$ cat config.mk
export PLATFORM = sky130hd
export DESIGN_NAME = nth_bit_locate
export DESIGN_NICKNAME = d
export VERILOG_FILES = /design/src/rtl/nbl_pkg.sv /design/src/rtl/nbl_prep.sv /design/src/rtl/nbl_halve.sv /design/src/rtl/nth_bit_locate.sv
export SDC_FILE = /design/constraint.sdc
export NUM_CORES = 1
export LEC_CHECK = 0
export ABC_AREA = 1
export BUFFER_PORTS_ARGS = -buffer_cell sky130_fd_sc_hd__buf_2
export CAP_MARGIN = 20
export CORE_ASPECT_RATIO = 0.7
export CORE_MARGIN = 1.5
export CORE_UTILIZATION = 30
export DETAILED_ROUTE_END_ITERATION = 7
export SLEW_MARGIN = 20
export SYNTH_ARGS = -nofsm -noshare
export SYNTH_HDL_FRONTEND = slang
export SYNTH_HIERARCHICAL = 1
export SYNTH_SLANG_ARGS = --single-unit
$ cat constraint.sdc
create_clock -name clk -period 1.1 [get_ports clk]
set_input_delay 0.055 -clock clk [delete_from_list [all_inputs] [get_ports clk]]
set_output_delay 0.055 -clock clk [all_outputs]
set_load 0.005 [all_outputs]
$ cat src/rtl/nbl_pkg.sv
package nbl_pkg;
    typedef enum logic [1:0] {
        DIR_SELF = 2'd0,
        DIR_UP   = 2'd1,
        DIR_DOWN = 2'd2
    } dir_e;
endpackage

$ cat src/rtl/nbl_prep.sv
module nbl_prep
    import nbl_pkg::*;
#(
    parameter int MASK_W = 64,
    parameter int OFF_W  = 8,
    localparam int POS_W = $clog2(MASK_W)
) (
    input  logic [MASK_W-1:0]       mask_i,
    input  logic [POS_W-1:0]        base_i,
    input  logic signed [OFF_W-1:0] off_i,
    output dir_e                    dir_o,
    output logic [MASK_W-1:0]       mask_o,
    output logic [OFF_W-1:0]        need_o
);
    logic [MASK_W-1:0] rev;
    logic [POS_W-1:0]  mbase;

    always_comb begin
        for (int i = 0; i < MASK_W; i++) rev[i] = mask_i[MASK_W-1-i];
    end

    always_comb begin
        if (off_i == '0)      dir_o = DIR_SELF;
        else if (off_i[OFF_W-1]) dir_o = DIR_DOWN;
        else                  dir_o = DIR_UP;
    end

    always_comb begin
        mbase  = base_i;
        mask_o = '0;
        need_o = '0;
        unique case (dir_o)
            DIR_SELF: begin
                // full-width one-hot so high bases survive
                mask_o = mask_i & (MASK_W'(1) << base_i);
                need_o = OFF_W'(1);
            end
            DIR_UP: begin
                mask_o = mask_i & ({MASK_W{1'b1}} << base_i);
                need_o = off_i;
            end
            DIR_DOWN: begin
                mbase  = POS_W'(MASK_W-1) - base_i;
                mask_o = rev & ({MASK_W{1'b1}} << mbase);
                need_o = -off_i;
            end
            default: begin
                mask_o = '0;
                need_o = '0;
            end
        endcase
    end

    always_comb begin
        a_self_onehot_r4: assert (dir_o != DIR_SELF || $countones(mask_o) <= 1);
    end
endmodule

$ cat src/rtl/nbl_halve.sv
module nbl_halve #(
    parameter int MASK_W = 64,
    parameter int NEED_W = 8,
    parameter int WIN    = 32,
    localparam int POS_W = $clog2(MASK_W)
) (
    input  logic [MASK_W-1:0] m_i,
    input  logic [NEED_W-1:0] need_i,
    input  logic [POS_W-1:0]  pos_i,
    output logic [MASK_W-1:0] m_o,
    output logic [NEED_W-1:0] need_o,
    output logic [POS_W-1:0]  pos_o
);
    localparam logic [MASK_W-1:0] LO_MASK = (MASK_W'(1) << WIN) - MASK_W'(1);

    logic [MASK_W-1:0] lo;
    logic [NEED_W-1:0] lo_cnt;

    always_comb begin
        lo     = m_i & LO_MASK;
        lo_cnt = '0;
        for (int i = 0; i < WIN; i++) lo_cnt = lo_cnt + NEED_W'(lo[i]);
    end

    always_comb begin
        if (lo_cnt < need_i) begin
            m_o    = m_i >> WIN;
            need_o = need_i - lo_cnt;
            pos_o  = pos_i + POS_W'(WIN);
        end else begin
            m_o    = lo;
            need_o = need_i;
            pos_o  = pos_i;
        end
    end
endmodule

$ cat src/rtl/nth_bit_locate.sv
module nth_bit_locate
    import nbl_pkg::*;
#(
    parameter int MASK_W = 64,
    parameter int OFF_W  = 8,
    parameter int RES_W  = 32,
    localparam int POS_W = $clog2(MASK_W),
    localparam int CNT_W = POS_W + 1
) (
    input  logic                    clk,
    input  logic                    rst_n,
    input  logic                    in_valid,
    input  logic [MASK_W-1:0]       in_mask,
    input  logic [POS_W-1:0]        in_base,
    input  logic signed [OFF_W-1:0] in_offset,
    output logic                    out_valid,
    output logic signed [RES_W-1:0] out_pos
);
    dir_e              dir;
    logic [MASK_W-1:0] pmask;
    logic [OFF_W-1:0]  need;
    logic [CNT_W-1:0]  total;
    logic              found;
    logic [POS_W-1:0]  fin_pos;
    logic signed [RES_W-1:0] res_d;

    logic [MASK_W-1:0] m_c [POS_W+1];
    logic [OFF_W-1:0]  n_c [POS_W+1];
    logic [POS_W-1:0]  p_c [POS_W+1];

    nbl_prep #(.MASK_W(MASK_W), .OFF_W(OFF_W)) u_prep (
        .mask_i (in_mask),
        .base_i (in_base),
        .off_i  (in_offset),
        .dir_o  (dir),
        .mask_o (pmask),
        .need_o (need)
    );

    assign m_c[0] = pmask;
    assign n_c[0] = need;
    assign p_c[0] = '0;

    for (genvar k = 0; k < POS_W; k++) begin : g_level
        nbl_halve #(.MASK_W(MASK_W), .NEED_W(OFF_W), .WIN(MASK_W >> (k+1))) u_halve (
            .m_i    (m_c[k]),
            .need_i (n_c[k]),
            .pos_i  (p_c[k]),
            .m_o    (m_c[k+1]),
            .need_o (n_c[k+1]),
            .pos_o  (p_c[k+1])
        );
    end

    always_comb begin
        total = '0;
        for (int i = 0; i < MASK_W; i++) total = total + CNT_W'(pmask[i]);
        found   = (OFF_W'(total) >= need) && (need != '0);
        fin_pos = (dir == DIR_DOWN) ? POS_W'(MASK_W-1) - p_c[POS_W] : p_c[POS_W];
        res_d   = found ? RES_W'(fin_pos) : '1;
    end

    always_ff @(posedge clk or negedge rst_n) begin
        if (!rst_n) begin
            out_valid <= 1'b0;
            out_pos   <= '0;
        end else begin
            out_valid <= in_valid;
            if (in_valid) out_pos <= res_d;
        end
    end

    p_lat_r2: assert property (@(posedge clk) disable iff (!rst_n)
        in_valid |=> out_valid);
    p_idle_r2: assert property (@(posedge clk) disable iff (!rst_n)
        !in_valid |=> (!out_valid && $stable(out_pos)));
    p_self_hit_r4: assert property (@(posedge clk) disable iff (!rst_n)
        (in_valid && in_offset == '0 && in_mask[in_base]) |=> out_pos == RES_W'($past(in_base)));
    p_self_miss_r4: assert property (@(posedge clk) disable iff (!rst_n)
        (in_valid && in_offset == '0 && !in_mask[in_base]) |=> out_pos == -1);
    p_empty_r7: assert property (@(posedge clk) disable iff (!rst_n)
        (in_valid && in_mask == '0) |=> out_pos == -1);
    p_range_r9: assert property (@(posedge clk) disable iff (!rst_n)
        out_valid |-> (out_pos == -1 || (out_pos >= 0 && out_pos < MASK_W)));
endmodule

After elaboration in Yosys (flattened, before gate mapping) --
Cells that the tools add are included.
Storage, ports and cells: logic and storage cells 176, memories kept 0, register bits after elaboration 33, bits in read-only memories 0, bits in writable memories 0, bits in latches 0
Cells by class: div/mod/pow operators 0, eq/ne operators 2, bitwise logic cells 3, $lt $le $gt $ge 7, multiply operators 0, add/sub/neg operators 133, reductions and logical operators 4, mux-type cells 22, shifts and indexed selects 3
Operators with widths (number):
- 8-bit by 1-bit adder with 8-bit output | 52
- 7-bit by 1-bit adder with 7-bit output | 57
- 64-bit bitwise AND | 3
- 64-bit case mux with 3 select lines | 1
- 64-bit by 6-bit left shift with 64-bit output (first input constant) | 2
- 1-bit by 6-bit left shift with 64-bit output (first input constant) | 1
- 6-bit 2-to-1 mux | 7
- 8-bit less-than comparator | 5
- 8-bit 2-to-1 mux | 5
- 8-bit subtractor | 5
- 32-bit 2-to-1 mux | 1
- 31-bit 2-to-1 mux | 1
- 8-bit case mux with 3 select lines | 1
- 15-bit 2-to-1 mux | 1
- 1-bit by 1-bit adder with 2-bit output | 6
- 6-bit subtractor (first input constant) | 2
- 7-bit by 8-bit greater-or-equal comparator with 1-bit output | 1
- 8-bit logical NOT | 1
- 1-bit by 8-bit less-than comparator with 1-bit output | 1
- 8-bit negation | 1
- 8-bit nonzero test | 1
- 6-bit by 1-bit adder with 7-bit output | 1
- 7-bit 2-to-1 mux | 1
- 5-bit by 1-bit adder with 6-bit output | 1
- 15 further kinds | 16

Longest topological paths before layout --
depth after elaboration 76, depth in mapped cells 110

Modules after synthesis --
Netlist, hierarchy kept.
Modules (own cells, without submodules):
- nth_bit_locate | instances 1, area each 2549.9 µm², cells an instance 290, sequential area each 200.2 µm²
- nbl_halve at g_level[0].u_halve | instances 1, area each 2003.2 µm², cells an instance 322, sequential area each 0.0 µm²
- nbl_prep | instances 1, area each 1919.3 µm², cells an instance 416, sequential area each 0.0 µm²
- nbl_halve at g_level[1].u_halve | instances 1, area each 1567.8 µm², cells an instance 274, sequential area each 0.0 µm²
- nbl_halve at g_level[2].u_halve | instances 1, area each 1227.4 µm², cells an instance 247, sequential area each 0.0 µm²
- nbl_halve at g_level[3].u_halve | instances 1, area each 1173.6 µm², cells an instance 234, sequential area each 0.0 µm²
- nbl_halve at g_level[5].u_halve | instances 1, area each 1029.7 µm², cells an instance 222, sequential area each 0.0 µm²
- nbl_halve at g_level[4].u_halve | instances 1, area each 969.7 µm², cells an instance 212, sequential area each 0.0 µm²

Worst setup path after synthesis --
Ideal clock, no wire load.
path type input to register, start point input port in_offset[0], end point register out_pos[4], cell stages on the path 101, data arrival time 18.263 ns, data required time 0.987 ns, setup time 0.113 ns, slack -17.276 ns, buffers on the path 8, cell sequence inv_1 ha_1 nand2_1 o21ai_2 buf_4 nand2_2 buf_6 nand3_1 o21ai_0 fa_1 inv_1 fa_1 fa_1 fa_1 fa_1 fa_1 inv_1 ha_1 [65 not listed] nand2_1 inv_2 nor2_2 buf_6 o21ai_0 inv_1 ha_1 ha_1 nand2_2 nand2_4 nand2_4 buf_6 nand2_1 nand2_1 xor2_1 nand3_1 nand2_1 inv_1
RTL lines:
- start, declared | RTL line nth_bit_locate.sv:15 | input logic signed [OFF_W-1:0] in_offset,
- end signal, assigned | RTL line nth_bit_locate.sv:69 | if (in_valid) out_pos <= res_d;
- end, declared | RTL line nth_bit_locate.sv:17 | output logic signed [RES_W-1:0] out_pos

==> out/qor.yml <==
setup.worst_path.end_class: "register"
maxCapViolations: 0
cts_buffers: 3
place_hpwl_mm: 34.9
clock_latency_ns: 0.23
start_kind: "input pin"
clock-sinks: 8
critical_path.max_stage_delay_ns: 0.57
cts_tree: "yes"
nNetsFinal: 2385
hold_viol: 0
timing.final.max_slew_violations: 0
avgSynthCellArea_sq_um: 6.01
grt.total_usage: 0.264
core-area_sq_um: 30300
dp_cells: 2418
die_w_um: 214
path_common_cell: "buf_4"
tns_ns: -109.44
rows: 53
cp.depth: 120
post-place-ws_ns: -16.91
grt-ovfl-total: 0
routedWlPerCell_um: 16.7
grt_setup_unrepaired: "true"
max_freq_mhz: 56.7
gp_congestion: 1.03
design_area_sq_um: 15000
grt_pass1_wl_mm: 64.3
critPathKind: "input pin to register"
cts.path.max_buffers: 2
root_buffer: "clkbuf_16"
arrival_ns: 17.75
crit_family: "adder cells"
syn_inst: 1551
cp.buffers_inverters: 60
worstMarginPinSlew_ns: 0.793
crit_fanout: 8
fillers: 3016
layout-drive-gt1-share: 0.410
violations: "setup timing"
io_pins: 114
syn_area_sq_um: 9320
placed_cell_area_sq_um: 13300
finalWorstSetupSlack_ns: -16.53
status: "complete, but fails checks"
io_buffers: 113
drcViolationCount: 0
relSlewSlack: 0.470
setup_violations: 7
synthToLayoutAreaGrowth_pct: 61.1
die_h_um: 151
routed_via_density: 4.71
cp_slowest_cell: "fa_1"
ant_nets: 0
fin_crit_sh: 16.0
via_count: 12000
hp-class: "input pin to register"
firstDrtPassIters: 5
cts_max_level: 1
drtIter0Drc: 1136
antenna_cells: 0
post-route-min-period_ns: 17.63
die_area_sq_um: 32200
clock_skew_ns: 0
yosys_warnings: 6
grt_pass1_vias: 11500
instances_no_fill: 2549
ff2ff_path_depth: 3
initial_core_util: 0.308
required_ns: 1.22
antenna_found_initial: 0
routed_wl_mm: 42.5
grt_max_degree: 40
hold_depth: 1
path_clk_slew_ns: 0.04
-- per-stage QoR --
step           utilization  hold WS (ns)
3_3_place_gp         0.440       -0.0943
5_1_grt              0.496        0.0264
6_report             0.496        0.0299
4_1_cts              0.475        0.0223
3_5_place_dp         0.440       -0.0916
2_1_floorplan            -        -0.241
-- flip-flops by register name, indices dropped and copies added, names as in the netlist --
name,count
out_valid,1
out_pos,7
-- placed cells by master, fill, tap and decap left out, types with 6 or more instances in the layout --
cell type / count
a21oi_1: 25
buf_12: 10
buf_2: 107
buf_4: 537
buf_6: 11
conb_1: 7
dfrtp_1: 7
fa_1: 84
fa_2: 14
ha_1: 51
ha_4: 13
inv_1: 279
inv_2: 37
nand2_1: 461
nand2_2: 46
nand2_4: 14
nand3_1: 147
nand3_2: 12
nand4_1: 11
nor2_1: 55
nor2_2: 11
nor2_4: 11
o211ai_1: 10
o21ai_0: 51
o21ai_2: 10
o31ai_1: 6
or2_2: 8
xnor2_1: 16
xor2_1: 24
-- worst register-to-register path, stage by stage (launching register included) --
cell and delay, ns:
dfrtp_1 0.37, or2_2 0.29, nand2_1 0.07, inv_1 0.03
-- repair_timing --
action / CTS / global route
hold buffers: 1 / 0
setup endpoints to repair: 33 / 8
pin swaps: 40 / 80
endpoints found under the hold margin: 8 / 0
gates resized for setup: 42 / 130
cloned: 1 / 1
setup buffers: 106 / 21
-- path summary, 6_finish.rpt --
| path | startpoint | to | slack [ns] |
|---|---|---|---|
| max in group asynchronous | rst_n | out_pos[30] | 0.71 |
| worst min-delay path | in_valid | out_valid | 0.03 |
| min in group asynchronous | rst_n | out_pos[5] | 0.20 |
| worst max-delay path | in_offset[1] | out_pos[2] | -16.53 |
| worst min register to register | out_pos[5] | out_pos[5] | 0.56 |
| worst max register to register | out_pos[0] | out_pos[0] | 0.24 |
-- routing by layer --
layer	vias to the layer above	global-route usage	wire (um)
met5	-	0	0
met4	0	0.0504	869
met3	54	0.0647	4290
met2	464	0.376	17400
met1	5626	0.397	19900
li1	5873	-	-
-- area by class of cell --
| cell class | count | area [sq um] | area share |
|---|---|---|---|
| clock buffers | 3 | 75.1 | 0.00500 |
| inverters | 319 | 1220 | 0.0812 |
| multi-input cells | 1139 | 8070 | 0.537 |
| flip-flops and latches | 8 | 204 | 0.0136 |
| well taps | 412 | 515 | 0.0343 |
| repair buffers | 668 | 4940 | 0.329 |
Power is left out: the tool's default activity adds up to more than one toggle a clock period on the data nets, which glitch-free logic cannot reach.
